===== config.mk =====
export PLATFORM = sky130hd
export DESIGN_NAME = ir_pulse_capture
export DESIGN_NICKNAME = d
export VERILOG_FILES = /design/src/rtl/ir_cap_pkg.sv /design/src/rtl/ir_cap_ticker.sv /design/src/rtl/ir_cap_deglitch.sv /design/src/rtl/ir_cap_core.sv /design/src/rtl/ir_pulse_capture.sv
export SDC_FILE = /design/constraint.sdc
export NUM_CORES = 1
export LEC_CHECK = 0
export BUFFER_PORTS_ARGS = -buffer_cell sky130_fd_sc_hd__clkbuf_2
export CORE_ASPECT_RATIO = 0.8
export CORE_MARGIN = 2
export CORE_UTILIZATION = 35
export CTS_CLUSTER_DIAMETER = 200
export DETAILED_ROUTE_END_ITERATION = 8
export HOLD_SLACK_MARGIN = 0.12
export PLACE_DENSITY = 0.51
export SLEW_MARGIN = 0
export SYNTH_ARGS = -nofsm -noshare
export SYNTH_HDL_FRONTEND = slang
export SYNTH_SLANG_ARGS = --single-unit

===== constraint.sdc =====
create_clock -name clk -period 6.6 [get_ports clk]
set_input_delay 0.66 -clock clk [delete_from_list [all_inputs] [get_ports clk]]
set_output_delay 0.66 -clock clk [all_outputs]
set_load 0.02 [all_outputs]

===== src/rtl/ir_cap_pkg.sv =====
package ir_cap_pkg;
   localparam int ADR_CTRL    = 'h00;
   localparam int ADR_FILTER  = 'h04;
   localparam int ADR_RESTART = 'h08;
   localparam int ADR_IRQEN   = 'h0C;
   localparam int ADR_STAT    = 'h10;
   localparam int ADR_PERIOD  = 'h14;
   localparam int ADR_BANK    = 'h40;

   localparam int BIT_RUN     = 0;
   localparam int BIT_DETECT  = 13;
   localparam int LSB_OKCNT   = 16;
   localparam int LSB_FILTER  = 8;

   typedef enum logic [1:0] {
      CAP_IDLE = 2'd0,
      CAP_RUN  = 2'd1,
      CAP_DONE = 2'd2
   } cap_state_e;
endpackage


===== src/rtl/ir_cap_ticker.sv =====
module ir_cap_ticker #(
   parameter int PERIOD_W = 8
) (
   input  logic                clk,
   input  logic                rst_n,
   input  logic                run,
   input  logic [PERIOD_W-1:0] per,
   output logic                tick
);
   logic [PERIOD_W-1:0] cnt_q;

   assign tick = run && (cnt_q >= per);

   always_ff @(posedge clk or negedge rst_n) begin
      if (!rst_n)      cnt_q <= '0;
      else if (!run)   cnt_q <= '0;
      else if (tick)   cnt_q <= '0;
      else             cnt_q <= cnt_q + 1'b1;
   end
endmodule


===== src/rtl/ir_cap_deglitch.sv =====
module ir_cap_deglitch #(
   parameter int DG_W = 5
) (
   input  logic            clk,
   input  logic            rst_n,
   input  logic            ir_in,
   input  logic            tick,
   input  logic [DG_W-1:0] dg_n,
   output logic            lvl
);
   logic [1:0]      sync_q;
   logic [DG_W-1:0] cnt_q;
   logic [DG_W:0]   need;
   logic [DG_W:0]   seen;

   assign need = (dg_n == '0) ? (DG_W+1)'(1) : {1'b0, dg_n};
   assign seen = {1'b0, cnt_q} + 1'b1;

   always_ff @(posedge clk or negedge rst_n) begin
      if (!rst_n) begin
         sync_q <= '0;
         cnt_q  <= '0;
         lvl    <= 1'b0;
      end else begin
         sync_q <= {sync_q[0], ir_in};
         if (tick) begin
            if (sync_q[1] == lvl) begin
               cnt_q <= '0;
            end else if (seen >= need) begin
               lvl   <= sync_q[1];
               cnt_q <= '0;
            end else begin
               cnt_q <= cnt_q + 1'b1;
            end
         end
      end
   end
endmodule


===== src/rtl/ir_cap_core.sv =====
module ir_cap_core
   import ir_cap_pkg::*;
#(
   parameter int ENTRIES = 68,
   parameter int WID_W   = 8,
   parameter int OK_W    = 8,
   parameter int IDX_W   = 7
) (
   input  logic                     clk,
   input  logic                     rst_n,
   input  logic                     tick,
   input  logic                     lvl,
   input  logic                     restart,
   input  logic [OK_W-1:0]          ok_lim,
   output logic [ENTRIES*WID_W-1:0] bank,
   output logic [IDX_W-1:0]         entry_cnt,
   output logic                     done,
   output logic                     done_pulse
);
   localparam logic [WID_W-1:0] W_SAT = '1;

   cap_state_e              st_q;
   logic                    cur_q;
   logic [WID_W-1:0]        w_q;
   logic [OK_W-1:0]         okc_q;
   logic [IDX_W-1:0]        idx_q;
   logic [ENTRIES*WID_W-1:0] bank_q;
   logic                    full;
   logic                    fire;

   assign full       = (idx_q == IDX_W'(ENTRIES));
   assign fire       = tick && (st_q == CAP_RUN) && (lvl == cur_q) && !cur_q &&
                       (w_q == W_SAT) && (okc_q == ok_lim);
   assign bank       = bank_q;
   assign entry_cnt  = idx_q;
   assign done       = (st_q == CAP_DONE);
   assign done_pulse = fire;

   always_ff @(posedge clk or negedge rst_n) begin
      if (!rst_n) begin
         st_q   <= CAP_IDLE;
         cur_q  <= 1'b0;
         w_q    <= '0;
         okc_q  <= '0;
         idx_q  <= '0;
         bank_q <= '0;
      end else if (restart) begin
         st_q   <= CAP_IDLE;
         cur_q  <= 1'b0;
         w_q    <= '0;
         okc_q  <= '0;
         idx_q  <= '0;
         bank_q <= '0;
      end else if (tick) begin
         case (st_q)
            CAP_IDLE: begin
               if (lvl) begin
                  st_q  <= CAP_RUN;
                  cur_q <= 1'b1;
                  w_q   <= WID_W'(1);
                  okc_q <= '0;
               end
            end
            CAP_RUN: begin
               if (lvl != cur_q) begin
                  if (!full) begin
                     bank_q[idx_q*WID_W +: WID_W] <= w_q;
                     idx_q <= idx_q + 1'b1;
                  end
                  cur_q <= lvl;
                  w_q   <= WID_W'(1);
                  okc_q <= '0;
               end else if (w_q != W_SAT) begin
                  w_q <= w_q + 1'b1;
               end else if (!cur_q) begin
                  if (okc_q == ok_lim) begin
                     if (!full) begin
                        bank_q[idx_q*WID_W +: WID_W] <= W_SAT;
                        idx_q <= idx_q + 1'b1;
                     end
                     st_q <= CAP_DONE;
                  end else begin
                     okc_q <= okc_q + 1'b1;
                  end
               end
            end
            default: ;
         endcase
      end
   end
endmodule


===== src/rtl/ir_pulse_capture.sv =====
module ir_pulse_capture
   import ir_cap_pkg::*;
#(
   parameter int NUM_WORDS = 17,
   parameter int DATA_W    = 32,
   parameter int WID_W     = 8,
   parameter int PERIOD_W  = 8,
   parameter int DG_W      = 5,
   parameter int OK_W      = 8,
   parameter int ADDR_W    = 8
) (
   input  logic              clk,
   input  logic              rst_n,
   input  logic              ir_in,
   input  logic              reg_we,
   input  logic [ADDR_W-1:0] reg_addr,
   input  logic [DATA_W-1:0] reg_wdata,
   output logic [DATA_W-1:0] reg_rdata,
   output logic              irq
);
   localparam int LANES   = DATA_W / WID_W;
   localparam int ENTRIES = NUM_WORDS * LANES;
   localparam int IDX_W   = $clog2(ENTRIES + 1);

   generate
      if (DATA_W % WID_W != 0) begin : g_bad_lane
         $error("DATA_W must be a whole number of width lanes");
      end
      if (DATA_W < LSB_OKCNT + OK_W || DATA_W <= BIT_DETECT) begin : g_bad_ctrl
         $error("control fields do not fit in DATA_W");
      end
      if (DATA_W < PERIOD_W || DATA_W < LSB_FILTER + DG_W) begin : g_bad_timing
         $error("timing fields do not fit in DATA_W");
      end
      if (ADR_BANK + 4*NUM_WORDS > (1 << ADDR_W)) begin : g_bad_addr
         $error("capture bank exceeds the address space");
      end
   endgenerate

   logic                     en_q, det_q, irqen_q, stat_q;
   logic [OK_W-1:0]          okc_cfg_q;
   logic [DG_W-1:0]          dg_q;
   logic [PERIOD_W-1:0]      per_q;
   logic                     run_en, tick, lvl, restart, stat_clr;
   logic [ENTRIES*WID_W-1:0] bank;
   logic [IDX_W-1:0]         entry_cnt;
   logic                     done_st, done_pulse;

   assign run_en   = en_q && det_q;
   assign restart  = reg_we && (reg_addr == ADDR_W'(ADR_RESTART)) && reg_wdata[0];
   assign stat_clr = reg_we && (reg_addr == ADDR_W'(ADR_STAT)) && reg_wdata[0];
   assign irq      = stat_q && irqen_q;

   always_ff @(posedge clk or negedge rst_n) begin
      if (!rst_n) begin
         en_q      <= 1'b0;
         det_q     <= 1'b0;
         okc_cfg_q <= '0;
         dg_q      <= '0;
         per_q     <= '0;
         irqen_q   <= 1'b0;
         stat_q    <= 1'b0;
      end else begin
         if (reg_we && reg_addr == ADDR_W'(ADR_CTRL)) begin
            en_q      <= reg_wdata[BIT_RUN];
            det_q     <= reg_wdata[BIT_DETECT];
            okc_cfg_q <= reg_wdata[LSB_OKCNT +: OK_W];
         end
         if (reg_we && reg_addr == ADDR_W'(ADR_FILTER)) dg_q    <= reg_wdata[LSB_FILTER +: DG_W];
         if (reg_we && reg_addr == ADDR_W'(ADR_PERIOD)) per_q   <= reg_wdata[PERIOD_W-1:0];
         if (reg_we && reg_addr == ADDR_W'(ADR_IRQEN))  irqen_q <= reg_wdata[0];
         if (done_pulse)    stat_q <= 1'b1;
         else if (stat_clr) stat_q <= 1'b0;
      end
   end

   always_comb begin
      reg_rdata = '0;
      if (reg_addr == ADDR_W'(ADR_CTRL)) begin
         reg_rdata[BIT_RUN]             = en_q;
         reg_rdata[BIT_DETECT]          = det_q;
         reg_rdata[LSB_OKCNT +: OK_W]   = okc_cfg_q;
      end
      if (reg_addr == ADDR_W'(ADR_FILTER)) reg_rdata[LSB_FILTER +: DG_W] = dg_q;
      if (reg_addr == ADDR_W'(ADR_PERIOD)) reg_rdata[PERIOD_W-1:0]       = per_q;
      if (reg_addr == ADDR_W'(ADR_IRQEN))  reg_rdata[0]                  = irqen_q;
      if (reg_addr == ADDR_W'(ADR_STAT))   reg_rdata[0]                  = stat_q;
      for (int i = 0; i < NUM_WORDS; i++) begin
         if (reg_addr == ADDR_W'(ADR_BANK + 4*i)) reg_rdata = bank[i*DATA_W +: DATA_W];
      end
   end

   ir_cap_ticker #(.PERIOD_W(PERIOD_W)) u_tick (
      .clk(clk), .rst_n(rst_n), .run(run_en), .per(per_q), .tick(tick)
   );

   ir_cap_deglitch #(.DG_W(DG_W)) u_filt (
      .clk(clk), .rst_n(rst_n), .ir_in(ir_in), .tick(tick), .dg_n(dg_q), .lvl(lvl)
   );

   ir_cap_core #(.ENTRIES(ENTRIES), .WID_W(WID_W), .OK_W(OK_W), .IDX_W(IDX_W)) u_core (
      .clk(clk), .rst_n(rst_n), .tick(tick), .lvl(lvl), .restart(restart),
      .ok_lim(okc_cfg_q), .bank(bank), .entry_cnt(entry_cnt),
      .done(done_st), .done_pulse(done_pulse)
   );
endmodule


==> results by group <==
Outcome
  • Status: finished with violations
  • Failing checks: capacitance limit, slew limit

Floorplan
  • Die height: 267 um
  • Core area: 0.0859 sq mm
  • Placement Rows: 96
  • Die Wd: 333 um
  • I/O pins: 77
  • Die area: around 0.089 sq mm
  • Initial Util: 35.4%

STA
  • Final setup TNS: 0 ps
  • Max Clk Rate: 194 MHz
  • Slew Limit Fails: 8
  • Worst Slack Setup Final: 1430 ps
  • Clock skew: 33.0 ps
  • RSZ-0062 raised after global routing: no
  • Max-Slew Margin vs Limit: -6.03%
  • Tcrit/Tclk final: 78.3%
  • Setup violators final: 0
  • Fin crit period: 5170 ps
  • Slew @ Worst Pin: 1580 ps
  • Final hold vios: 0

Hold path
  • Min-Delay Path Class: input pin to asynchronous set/reset pin

Finish
  • NumNets Final: just over 3,000
  • Share of layout cells above drive strength 1: about 15%
  • Area Growth Syn to Fin: 13.9%

Critical path
  • R2R Path Start: u_core.entry_cnt[0]$_DFFE_PN0P_
  • CP endpoint kind: output port
  • R2R depth: 10
  • Last element of the critical path: reg_rdata[20]
  • FF-to-FF End: u_core.bank[490]$_DFFE_PN0P_
  • Critical path class: input pin to output port
  • Arrival time of the worst setup path: between 4000 and 5000 ps
  • Worst setup SP type: input pin
  • Flop2flop setup slack: around 1600 ps
  • Crit. Startpoint: reg_addr[3]
  • Worst Path Required: 5940 ps
  • Crit Path Max Fanout: 53

Run
  • Max-cap violations: 1

Logic synthesis
  • Library cells used by synthesis: 93
  • Most common cell in the synthesized netlist: dfrtp_1
  • Synth top area cells: dfrtp_1 (50%), a22o_1 (4.9%), a211oi_1 (4.8%)
  • Synth top area share: 50.4%
  • Post-Syn Area per Cell: 10.2 sq um
  • Seq cells post-synth: slightly above 600
  • Dominant cell type by area after synthesis: dfrtp_1
  • Synthesized area: 0.0304 sq mm
  • Ys flop type: dfrtp_1
  • YS warnings: 0
  • Synth top cells by count: dfrtp_1 (611), nor2_1 (364), nand2_1 (236), a211oi_1 (196), clkbuf_1 (177)
  • Post-synthesis instance total: slightly below 3,000
  • Async S/R FF share, synth: between 90% and 100%
  • Post-synth EDFFs: 0
  • Post-synthesis sequential area ratio: 50.4%
  • Synth Net Count: 3,046

GRT
  • GRT Total Usage: 29.5%
  • First-pass GRT wire length: roughly 190 mm
  • Total grt overflow: 0
  • Largest net degree at the start of global routing: roughly 170
  • Initial antenna violation count: 2
  • Vias in the first global route: 26,000

Clocking
  • # clock sinks: 611
  • CTS tree: built
  • Clock Latency Late Sink: 650 ps
  • CTS max path bufs: 3
  • Cts bufs inserted: 70
  • Post-CTS resize count: 0
  • Clk pin slew, worst setup/hold paths: ~60 ps
  • Deepest level of the CTS H-tree: 3
  • Post-CTS Hold Fix Bufs: 0
  • Root buf cell: clkbuf_16
  • Post-CTS Setup Inserts: 0

Detailed routing
  • DRT iter0 DRCs: 3,601
  • Vias per cell: 6.42
  • DRC viols: 0
  • DRT Pass-1 Iters: 6
  • Antenna viol nets, final: 0
  • Final wirelength: 132 mm
  • Vias: 26,700
  • Avg WL per Cell: around 32 um

Place
  • Place WS: 1490 ps
  • Gp weighted congestion: 0.976
  • IO Port Bufs: 66
  • Post-detailed-placement half-perimeter wirelength: 90.5 mm

Pwr
  • Max IR drop VDD: around 180 uV
  • Power Density: about 250 mW/mm^2
  • Leakage power total: 14.2 nW
-- kinds of logic (layout without fill, tap and decap cells) --
kind of cell,after synthesis,after routing,synth area share [%]
xor+xnor,32,32,0.923
compound gates,1003,1003,25.0
simple gates,869,869,13.1
flops,611,611,50.4
fa+ha+maj,20,20,0.824
buf+inv,284,339,3.80
other cells,0,1,0
mux,163,163,5.98
-- worst max-delay path: stages --
cell	delay (ps)
buf_4	630
or4b_2	900
nor2_1	870
nand2_1	110
o21ai_0	190
or3_1	200
o21ai_0	300
a211oi_1	360
clkbuf_2	240
-- registers in the layout, indices dropped and copies added (netlist names), 7 cells and up --
name	flops
u_core.w_q	8
u_core.bank	544
okc_cfg_q	8
u_core.okc_q	8
u_core.entry_cnt	7
per_q	8
u_tick.cnt_q	8
-- routing by layer --
metal | up-vias | GRT usage, % | share of wire (%) | routed length (um)
met5 | - | 0 | 0 | 0
met4 | 0 | 12.1 | 4.4 | 5820
met3 | 286 | 7.17 | 9.7 | 12900
met2 | 1488 | 43.5 | 43 | 56900
met1 | 13700 | 41.6 | 43 | 56800
li1 | 11200 | - | - | -
-- where the power goes --
part	switching (mW)	internal [mW]
Sequential	0.0505	3.81
Combinational	0.512	0.161
Clock	1.68	2.42
-- cell usage in the layout, fill, tap and decap left out, types with 10 or more instances in the layout --
cell type,n
nand4_1,11
o211ai_1,12
clkbuf_1,15
clkbuf_16,71
a21oi_1,124
o21ai_0,139
ha_1,20
xor2_1,10
o2bb2ai_1,52
a221o_1,10
o221ai_1,16
a221oi_1,35
clkbuf_2,63
nand2_1,235
a211oi_2,15
inv_1,34
xnor2_1,21
a2111oi_4,13
buf_4,114
dfrtp_1,611
nor2_1,348
o22ai_1,69
nor3_1,31
mux2_2,47
a22oi_1,44
nand3_1,107
or3_1,21
a222oi_1,18
clkbuf_8,18
a22o_1,170
mux2i_1,106
nor2_2,11
a31oi_1,20
mux4_2,10
a211oi_1,196
-- cell type report --
| class | instances | area, sq um |
|---|---|---|
| Antenna cell | 1 | 2.50 |
| Clock buffer | 104 | 2080 |
| Clock inverter | 17 | 274 |
| Fill cell | 8288 | 51300 |
| Inverter | 34 | 128 |
| Multi-Input combinational cell | 2087 | 14100 |
| Sequential cell | 611 | 15300 |
| Tap cell | 1127 | 1410 |
| Timing Repair Buffer | 184 | 1310 |
-- worst min-delay path by stage --
stage / endpoint / cells past startpoint / slack (ps)
finish: okc_cfg_q[3]$_DFFE_PN0P_ / 1 / 90
global route: u_filt.sync_q[0]$_DFF_PN0_ / 1 / 150
CTS: u_filt.sync_q[0]$_DFF_PN0_ / 1 / 130
detailed placement: u_filt.sync_q[1]$_DFF_PN0_ / 0 / 350
global placement: u_filt.sync_q[1]$_DFF_PN0_ / 0 / 350
floorplan: u_filt.sync_q[1]$_DFF_PN0_ / 0 / 330
-- through the flow --
step / area [sq um] / util, % / instances / power, mW / hold WS, ps
floorplan: 30400 / - / 2982 / 4.22 / 331
detailed placement: 32200 / 37.5 / 4043 / 4.58 / 350
CTS: 34600 / 40.3 / 4164 / 8.66 / 128
global route: 34600 / 40.3 / 4164 / 8.86 / 148
global placement: 32200 / 37.5 / 4043 / 4.58 / 349
finish: 34600 / 40.3 / 4165 / 8.63 / 90.1
Note: power is estimated with default switching activity, not from simulation.
